--- config.mk ---
export PLATFORM = sky130hd
export DESIGN_NAME = rxaddr_filter
export DESIGN_NICKNAME = d
export VERILOG_FILES = /design/src/rtl/rxaf_pkg.sv /design/src/rtl/rxaf_regs.sv /design/src/rtl/rxaf_match.sv /design/src/rtl/rxaf_decide.sv /design/src/rtl/rxaddr_filter.sv
export SDC_FILE = /design/constraint.sdc
export NUM_CORES = 2
export LEC_CHECK = 0
export BUFFER_PORTS_ARGS = -buffer_cell sky130_fd_sc_hd__clkbuf_2
export CAP_MARGIN = 25
export CORE_MARGIN = 2
export CORE_UTILIZATION = 59
export CTS_CLUSTER_DIAMETER = 40
export CTS_CLUSTER_SIZE = 8
export DETAILED_ROUTE_END_ITERATION = 10
export MAX_ROUTING_LAYER = met4
export PLACE_DENSITY = 0.79
export SLEW_MARGIN = 20
export SYNTH_ARGS = -nofsm -noshare
export SYNTH_HDL_FRONTEND = slang
export SYNTH_SLANG_ARGS = --single-unit
export TNS_END_PERCENT = 1
--- constraint.sdc ---
create_clock -name clk -period 3.77 [get_ports clk]
set_clock_uncertainty 0.15 [all_clocks]
set_input_delay 0.754 -clock clk [delete_from_list [all_inputs] [get_ports clk]]
set_output_delay 0.754 -clock clk [all_outputs]
set_load 0.02 [all_outputs]
--- src/rtl/rxaf_pkg.sv ---
// Shared constants for the receive address filter.
// Assumes at most 32 table entries, so the enable mask fits one register word.
package rxaf_pkg;
    localparam int MAC_W   = 48;
    localparam int WORD_W  = 32;
    localparam int LOW_W   = MAC_W - WORD_W;   // address bits kept in the low register
    localparam int MODE_W  = 5;
    // Mode word bit positions
    localparam int M_UCAST  = 0;
    localparam int M_MCAST  = 1;
    localparam int M_BCAST  = 2;
    localparam int M_INVERT = 3;
    localparam int M_TABLE  = 4;
    // Fixed register slots
    localparam int A_MODE   = 0;
    localparam int A_ENABLE = 1;
    localparam int A_TABLE  = 2;
endpackage

--- src/rtl/rxaf_regs.sv ---
// Register bank: mode word, per-entry enable mask and entry addresses.
// Assumes single-word writes; writes outside the decoded range are dropped.
module rxaf_regs #(
    parameter int NUM_ENT = 16,
    parameter int WA_W    = 6
) (
    input  logic                                 clk,
    input  logic                                 rst_n,
    input  logic                                 wr_en,
    input  logic [WA_W-1:0]                      wr_addr,
    input  logic [rxaf_pkg::WORD_W-1:0]          wr_data,
    output logic [rxaf_pkg::MODE_W-1:0]          mode,
    output logic [NUM_ENT-1:0]                   ent_en,
    output logic [NUM_ENT-1:0][rxaf_pkg::MAC_W-1:0] ent_mac
);
    import rxaf_pkg::*;

    localparam logic [WA_W-1:0] ADR_MODE = WA_W'(A_MODE);
    localparam logic [WA_W-1:0] ADR_EN   = WA_W'(A_ENABLE);

    // Mode word and enable mask updates
    always_ff @(posedge clk) begin
        if (!rst_n) begin
            mode   <= '0;
            ent_en <= '0;
        end else if (wr_en) begin
            if (wr_addr == ADR_MODE) mode   <= wr_data[MODE_W-1:0];
            if (wr_addr == ADR_EN)   ent_en <= wr_data[NUM_ENT-1:0];
        end
    end

    for (genvar k = 0; k < NUM_ENT; k++) begin : g_ent
        localparam logic [WA_W-1:0] ADR_HI = WA_W'(A_TABLE + 2*k);
        localparam logic [WA_W-1:0] ADR_LO = WA_W'(A_TABLE + 2*k + 1);
        logic [WORD_W-1:0] hi_q;
        logic [LOW_W-1:0]  lo_q;

        // Entry k: upper word holds first four octets, lower word top half the last two
        always_ff @(posedge clk) begin
            if (!rst_n) begin
                hi_q <= '0;
                lo_q <= '0;
            end else if (wr_en) begin
                if (wr_addr == ADR_HI) hi_q <= wr_data;
                if (wr_addr == ADR_LO) lo_q <= wr_data[WORD_W-1 -: LOW_W];
            end
        end

        assign ent_mac[k] = {hi_q, lo_q};
    end
endmodule

--- src/rtl/rxaf_match.sv ---
// Compare bank: equality of the address against every enabled entry,
// followed by a lowest-index-wins priority encoder. Purely combinational.
module rxaf_match #(
    parameter int NUM_ENT = 16,
    parameter int IDX_W   = 4
) (
    input  logic                                 clk,
    input  logic                                 rst_n,
    input  logic [rxaf_pkg::MAC_W-1:0]           da,
    input  logic [NUM_ENT-1:0]                   ent_en,
    input  logic [NUM_ENT-1:0][rxaf_pkg::MAC_W-1:0] ent_mac,
    output logic                                 hit,
    output logic [IDX_W-1:0]                     hit_idx
);
    logic [NUM_ENT-1:0] eq;

    for (genvar k = 0; k < NUM_ENT; k++) begin : g_cmp
        assign eq[k] = ent_en[k] && (ent_mac[k] == da);
    end

    // Lowest matching index wins
    always_comb begin
        hit_idx = '0;
        for (int i = NUM_ENT - 1; i >= 0; i--) begin
            if (eq[i]) hit_idx = IDX_W'(i);
        end
    end

    assign hit = |eq;

    AST_HIT_ENABLED: assert property (@(posedge clk) disable iff (!rst_n)
        hit |-> ent_en[hit_idx]);
    AST_HIT_EQUAL: assert property (@(posedge clk) disable iff (!rst_n)
        hit |-> (ent_mac[hit_idx] == da));
endmodule

--- src/rtl/rxaf_decide.sv ---
// Classifies the address and combines class bits with the table result.
// Assumes da_valid is a single-cycle pulse; the verdict registers load only on it.
module rxaf_decide #(
    parameter int IDX_W = 4
) (
    input  logic                         clk,
    input  logic                         rst_n,
    input  logic                         da_valid,
    input  logic [rxaf_pkg::MAC_W-1:0]   da,
    input  logic [rxaf_pkg::MODE_W-1:0]  mode,
    input  logic                         hit,
    input  logic [IDX_W-1:0]             hit_idx,
    output logic                         res_valid,
    output logic                         accept,
    output logic                         match_hit,
    output logic [IDX_W-1:0]             match_idx
);
    import rxaf_pkg::*;

    localparam int GRP_BIT = MAC_W - 8;   // bit 0 of the first octet

    logic is_bc, is_mc, is_uc, tbl_ok, verdict;

    // Address class decode
    always_comb begin
        is_bc = &da;
        is_mc = da[GRP_BIT] && !is_bc;
        is_uc = !da[GRP_BIT];
    end

    // Table result after optional inversion, then the accept equation
    always_comb begin
        tbl_ok  = mode[M_TABLE] && (hit ^ mode[M_INVERT]);
        verdict = (is_bc && mode[M_BCAST]) || (is_mc && mode[M_MCAST]) ||
                  (is_uc && mode[M_UCAST]) || tbl_ok;
    end

    // Verdict registers, loaded on the strobe only
    always_ff @(posedge clk) begin
        if (!rst_n) begin
            res_valid <= 1'b0;
            accept    <= 1'b0;
            match_hit <= 1'b0;
            match_idx <= '0;
        end else begin
            res_valid <= da_valid;
            if (da_valid) begin
                accept    <= verdict;
                match_hit <= hit;
                match_idx <= hit_idx;
            end
        end
    end

    AST_ONE_CLASS: assert property (@(posedge clk) disable iff (!rst_n)
        da_valid |-> $onehot({is_bc, is_mc, is_uc}));
endmodule

--- src/rtl/rxaddr_filter.sv ---
// Receive destination address filter top: register bank, compare bank and
// decision stage. Verdict appears one clock after the address strobe.
module rxaddr_filter #(
    parameter int NUM_ENT = 16,
    localparam int IDX_W  = (NUM_ENT > 1) ? $clog2(NUM_ENT) : 1,
    localparam int WA_W   = $clog2(rxaf_pkg::A_TABLE + 2*NUM_ENT)
) (
    input  logic                        clk,
    input  logic                        rst_n,
    input  logic                        wr_en,
    input  logic [WA_W-1:0]             wr_addr,
    input  logic [31:0]                 wr_data,
    input  logic                        da_valid,
    input  logic [47:0]                 da,
    output logic                        res_valid,
    output logic                        accept,
    output logic                        match_hit,
    output logic [IDX_W-1:0]            match_idx
);
    import rxaf_pkg::*;

    logic [MODE_W-1:0]              mode;
    logic [NUM_ENT-1:0]             ent_en;
    logic [NUM_ENT-1:0][MAC_W-1:0]  ent_mac;
    logic                           hit;
    logic [IDX_W-1:0]               hit_idx;

    rxaf_regs #(.NUM_ENT(NUM_ENT), .WA_W(WA_W)) u_regs (
        .clk(clk), .rst_n(rst_n), .wr_en(wr_en), .wr_addr(wr_addr),
        .wr_data(wr_data), .mode(mode), .ent_en(ent_en), .ent_mac(ent_mac)
    );

    rxaf_match #(.NUM_ENT(NUM_ENT), .IDX_W(IDX_W)) u_match (
        .clk(clk), .rst_n(rst_n), .da(da), .ent_en(ent_en), .ent_mac(ent_mac),
        .hit(hit), .hit_idx(hit_idx)
    );

    rxaf_decide #(.IDX_W(IDX_W)) u_decide (
        .clk(clk), .rst_n(rst_n), .da_valid(da_valid), .da(da), .mode(mode),
        .hit(hit), .hit_idx(hit_idx), .res_valid(res_valid), .accept(accept),
        .match_hit(match_hit), .match_idx(match_idx)
    );

    AST_VALID_AFTER_STROBE: assert property (@(posedge clk) disable iff (!rst_n)
        da_valid |=> res_valid);
    AST_NO_SPURIOUS_VALID: assert property (@(posedge clk) disable iff (!rst_n)
        !da_valid |=> !res_valid);
    AST_HOLD_VERDICT: assert property (@(posedge clk) disable iff (!rst_n)
        !da_valid |=> $stable(accept) && $stable(match_idx));
    AST_MODE_OFF_REJECT: assert property (@(posedge clk) disable iff (!rst_n)
        da_valid && (mode == '0) |=> !accept);
endmodule

# Yosys cells after proc, flatten, opt, wreduce, memory -nomap -nowiden
# Cells that the tools add are included.
# word_totals
reg_bits	796
inputBits	90
# op_classes
n_eq_ne	49
n_mux	16
n_bitwise	1
n_reduce_logical	63
# op_table
operator	count
$eq 48x48->1	16
$eq 6x5->1 const B	16
$reduce_and 2->1	34
$mux 4	16
$eq 6x4->1 const B	8
$reduce_and 48->1	1
$eq 6x3->1 const B	4
$logic_and 1x1->1	21
$reduce_or 16->1	1
$eq 6x2->1 const B	2
$eq 6x6->1 const B	2
$eq 6x1->1 const B	1
$logic_not 6->1	1
$logic_or 1x1->1	3
$logic_not 1->1	2
$xor 1x1->1	1

# Longest topological paths before layout
# logic_depth
ltp_word	18
mapped_depth	12
depth_no_buf	9

# By module
# From an unflattened synthesis, not the netlist that was laid out.
# hier_totals
hier_cells	3930
area_unflattened_um2	37797.5
# modules_own_cells
module	n_inst	cells_each	area_each_um2	seq_area_each_um2
rxaf_regs	1	2686	28188.3	15795.1
rxaf_match	1	1199	9203.8	0.0
rxaf_decide	1	45	405.4	140.1

# Least setup slack after synthesis
# No wires, ideal clock.
# synth_timing
path_kind	input -> register
start	input port da[7]
end	register u_decide.match_idx[0]
setup_time_ns	0.118
t_arrival_ns	2.600
t_required_ns	3.502
setup_slack_ns	0.901
stages	11
path_buffers	2
cell_sequence	buf_2 -> buf_2 -> xnor2_1 -> nand4_1 -> nor4_1 -> nand4_1 -> a32oi_1 -> o21ai_1 -> a2111oi_1 -> o31a_1 -> o21ai_2
# synth_via
elab_chain_cells	18
elab_cells_between_ends	48
classes_between	eq/ne: 16; mux: 16; reduce/logical: 16
# synth_rtl
element	line_no	text
from (decl)	rxaddr_filter.sv:14	input logic [47:0] da,
$eq 48x48->1	rxaf_match.sv:18	assign eq[k] = ent_en[k] && (ent_mac[k] == da);
$logic_and 1x1->1	rxaf_match.sv:18	
$mux 4 (15 in a row)	rxaf_match.sv:25	if (eq[i]) hit_idx = IDX_W'(i);
$mux 4 (*)	rxaf_match.sv:25	
to (signal assigned)	rxaf_decide.sv:50	match_idx <= hit_idx;
to (decl)	rxaf_decide.sv:16	output logic [IDX_W-1:0] match_idx
# Mark *: on every way between the ends. The rest lies on a longest branch, timed or not.
# A chain may end at the register's enable or synchronous reset.

# Worst setup path after layout
# layout_timing
start	input port da[6]
end	register u_decide.match_idx[0]
# Same word-level chain as after synthesis.

==> impl_metrics.json <==
{
  "clockRootBuffer": "clkbuf_16",
  "synth-seq-cells": 796,
  "fmax_ghz": 0.312,
  "h-tree-depth": 4,
  "post_drt_via_cell_ratio": 6.43,
  "seq_area_um2": 15900,
  "synthTopCellsByArea": "dfxtp_1 38%, nand2_1 15%, a21boi_0 14%, xnor2_1 9.8%, xor2_1 4.6%",
  "final-hold-violation-count": 0,
  "cp-start-kind": "input port",
  "synth.yosys.warnings": 0,
  "grt_pass1_wl_mm": 270,
  "dp_hpwl_mm": 125,
  "postLayoutCellArea_um2": 49200,
  "post_cts_buffers": 0,
  "cp_cell_sequence": "clkbuf_2 > xnor2_1 > nand4_1 > nor4_1 > nand4_1 > a32oi_1 > o21ai_1 > buf_4 > a2111oi_1 > o31a_1 > o21ai_2",
  "drv_slew": 0,
  "grt_overflow": 0,
  "dr.pass1.iters": 8,
  "core_um2": 70100,
  "yosysUniqueCellTypes": 66,
  "worst_pin_slew_ns": 1.23,
  "clkTransAtPathRegs_ns": 0.05,
  "postCtsHoldBufs": 0,
  "syn-instance-count": 5301,
  "cts.sinks": 796,
  "multiInputGateArea_um2": 24000,
  "cts_buffers": 141,
  "relSlewSlack_pct": 17.9,
  "run_status": "complete, no violations",
  "cp_slowest_cell": "a2111oi_1",
  "cp_num_buf_inv": 2,
  "antenna_found_initial": 5,
  "fill_cells": 5831,
  "power_density_nw_per_um2": 469,
  "synthToLayoutAreaGrowth_pct": 17.7,
  "placed_area_um2": 44700,
  "seq_area_frac_synth_pct": 38.1,
  "grt_pass1_vias": 38503,
  "synth_edf_count": 0,
  "synthArstFlopShare_pct": 0,
  "layoutNonFillerInstCount": 6452,
  "cp.arrival_ns": 3.67,
  "netlist_area_um2": 41800,
  "ctsResizeCount": 0,
  "die_y_um": 270,
  "path_common_cell": "nand4_1",
  "ir_drop_uv": 437,
  "crit_type": "in2reg",
  "fin_crit_sh_pct": 85.0,
  "die_x_um": 270,
  "max_cap_violations": 0,
  "path_max_fanout": 8,
  "rsz0062_at_grt": "false",
  "dp.cells": 6220,
  "yosysTopAreaCell": "dfxtp_1",
  "hold_class": "in2reg",
  "post_drt_wl_per_cell_um": 29.6,
  "gp_congestion": 1.06,
  "critical-path-top-delay-family": "compound AO/OA/AOI/OAI gates",
  "via_count": 41458,
  "yosysTopAreaCellShare_pct": 38.1,
  "start_util_pct": 59.6,
  "drc": 0,
  "io_buffers": 96,
  "wirelength_mm": 191,
  "io-pin-count": 97,
  "fin_crit_ns": 3.20,
  "insertion_delay_ns": 0.74,
  "p_leak_nw": 16.4,
  "drive_above_1_share_pct": 11.5,
  "drtIter0Drc": 6062,
  "cts_buffer_depth": 3,
  "end_kind": "flop",
  "nets": 5515,
  "whs_ns": 0.238,
  "ant_nets": 0,
  "die_area_um2": 73000,
  "rows": 97,
  "syn_area_per_cell_um2": 7.89,
  "finalSetupViolCount": 0,
  "grt_max_degree": 163,
  "cts_tree": "done",
  "synth_top_flop_cell": "dfxtp_1",
  "syn_nets": 5391,
  "cp.required_ns": 4.24,
  "grtUsageTotal_pct": 52.4,
  "slowest_delay_ns": 0.54
}
## state kept, by name, indices dropped and copies added, names as in the netlist
signal	cells
u_regs.g_ent.hi_q	512
u_regs.g_ent.lo_q	256
u_regs.ent_en	16
u_regs.mode	5
u_decide.match_idx	4
u_decide.accept	1
u_decide.match_hit	1
u_decide.res_valid	1
## synth_stat cells (all sizes together) (8+ instances only)
cell type,n
mux2i,17
xor2,221
o21ai,16
nand2,1648
nand4b,12
nor2b,32
nor3,54
nor2,95
nor4,108
nand2b,122
o2111ai,17
inv,57
clkbuf,304
nor4b,22
or4b,8
buf,98
nor3b,11
or4,15
xnor2,470
o22ai,12
dfxtp,796
nand3,68
nand4,248
a21boi,775
## metrics by stage
step                      setup WS, ns  util, %  total power, mW  setup TNS, ns
after floorplan                  0.901        -             9.74              0
final                            0.566     70.2             23.1              0
after global placement          -0.294     63.6             10.8         -0.691
after CTS                        0.753     70.1             22.9              0
after detailed placement        0.0341     63.7             10.8              0
after global routing             0.556     70.2             23.4              0
## cell families (layout without fill, tap and decap cells)
| group | Yosys count | count (layout) | synth area share [%] |
|---|---|---|---|
| other | 0 | 6 | 0 |
| AOI/OAI and AO/OA | 854 | 854 | 15.3 |
| xor gates and xnor gates | 691 | 691 | 14.5 |
| muxes | 17 | 17 | 0.407 |
| and+or+nand+nor | 2484 | 2484 | 27.0 |
| buffers and inverters | 459 | 664 | 4.67 |
| DFF | 796 | 796 | 38.1 |
## routing by layer
metal / part of all wire (%) / vias to the layer above / track usage, %
met5: 0 / - / -
met4: 8.7 / 0 / 36.1
met3: 16 / 958 / 16.3
met2: 40 / 3147 / 72.4
met1: 36 / 19478 / 65.0
li1: - / 17875 / -
## power by group
| part | total (mW) | switching [mW] | internal, mW |
|---|---|---|---|
| clock network | 12.3 | 4.39 | 7.87 |
| logic | 2.32 | 1.61 | 0.711 |
| registers | 8.50 | 0.0295 | 8.47 |
## path summary, 6_finish.rpt
check,depth (start not counted),slack (ns),startpoint,endpoint
worst min register to register,2,0.32,u_regs.g_ent[4].hi_q[18],u_regs.g_ent[4].hi_q[18]
worst max register to register,11,0.68,u_regs.g_ent[12].hi_q[9],u_decide.match_idx[0]
worst min-delay path,3,0.24,wr_data[20],u_regs.g_ent[4].hi_q[20]
worst max-delay path,11,0.57,da[6],u_decide.match_idx[0]
## tightest hold or removal path: stages
cell and delay [ns]:
clkbuf_2 0.17, nand2_1 0.08, a21boi_0 0.06
## layout make-up
type	instances	share of cell area [%]
multi-input cells	4046	48.7
well taps	940	2.39
clock buffers	187	8.33
inverters	57	0.435
flip-flops and latches	796	32.4
diodes	6	0.0305
clock inverters	37	0.785
repair buffers	383	6.94
## layout by cell type, fill, tap and decap left out, types with 60 or more instances in the layout
cell type / instances
buf_4: 227
nand2b_1: 122
nand4_1: 248
clkbuf_16: 147
nor2_1: 82
xor2_1: 220
a21boi_0: 774
xnor2_1: 470
nor4_1: 103
buf_12: 60
clkbuf_2: 87
dfxtp_1: 796
nand2_1: 1648
nand3_1: 68
Note: power is estimated with default switching activity, not from simulation.
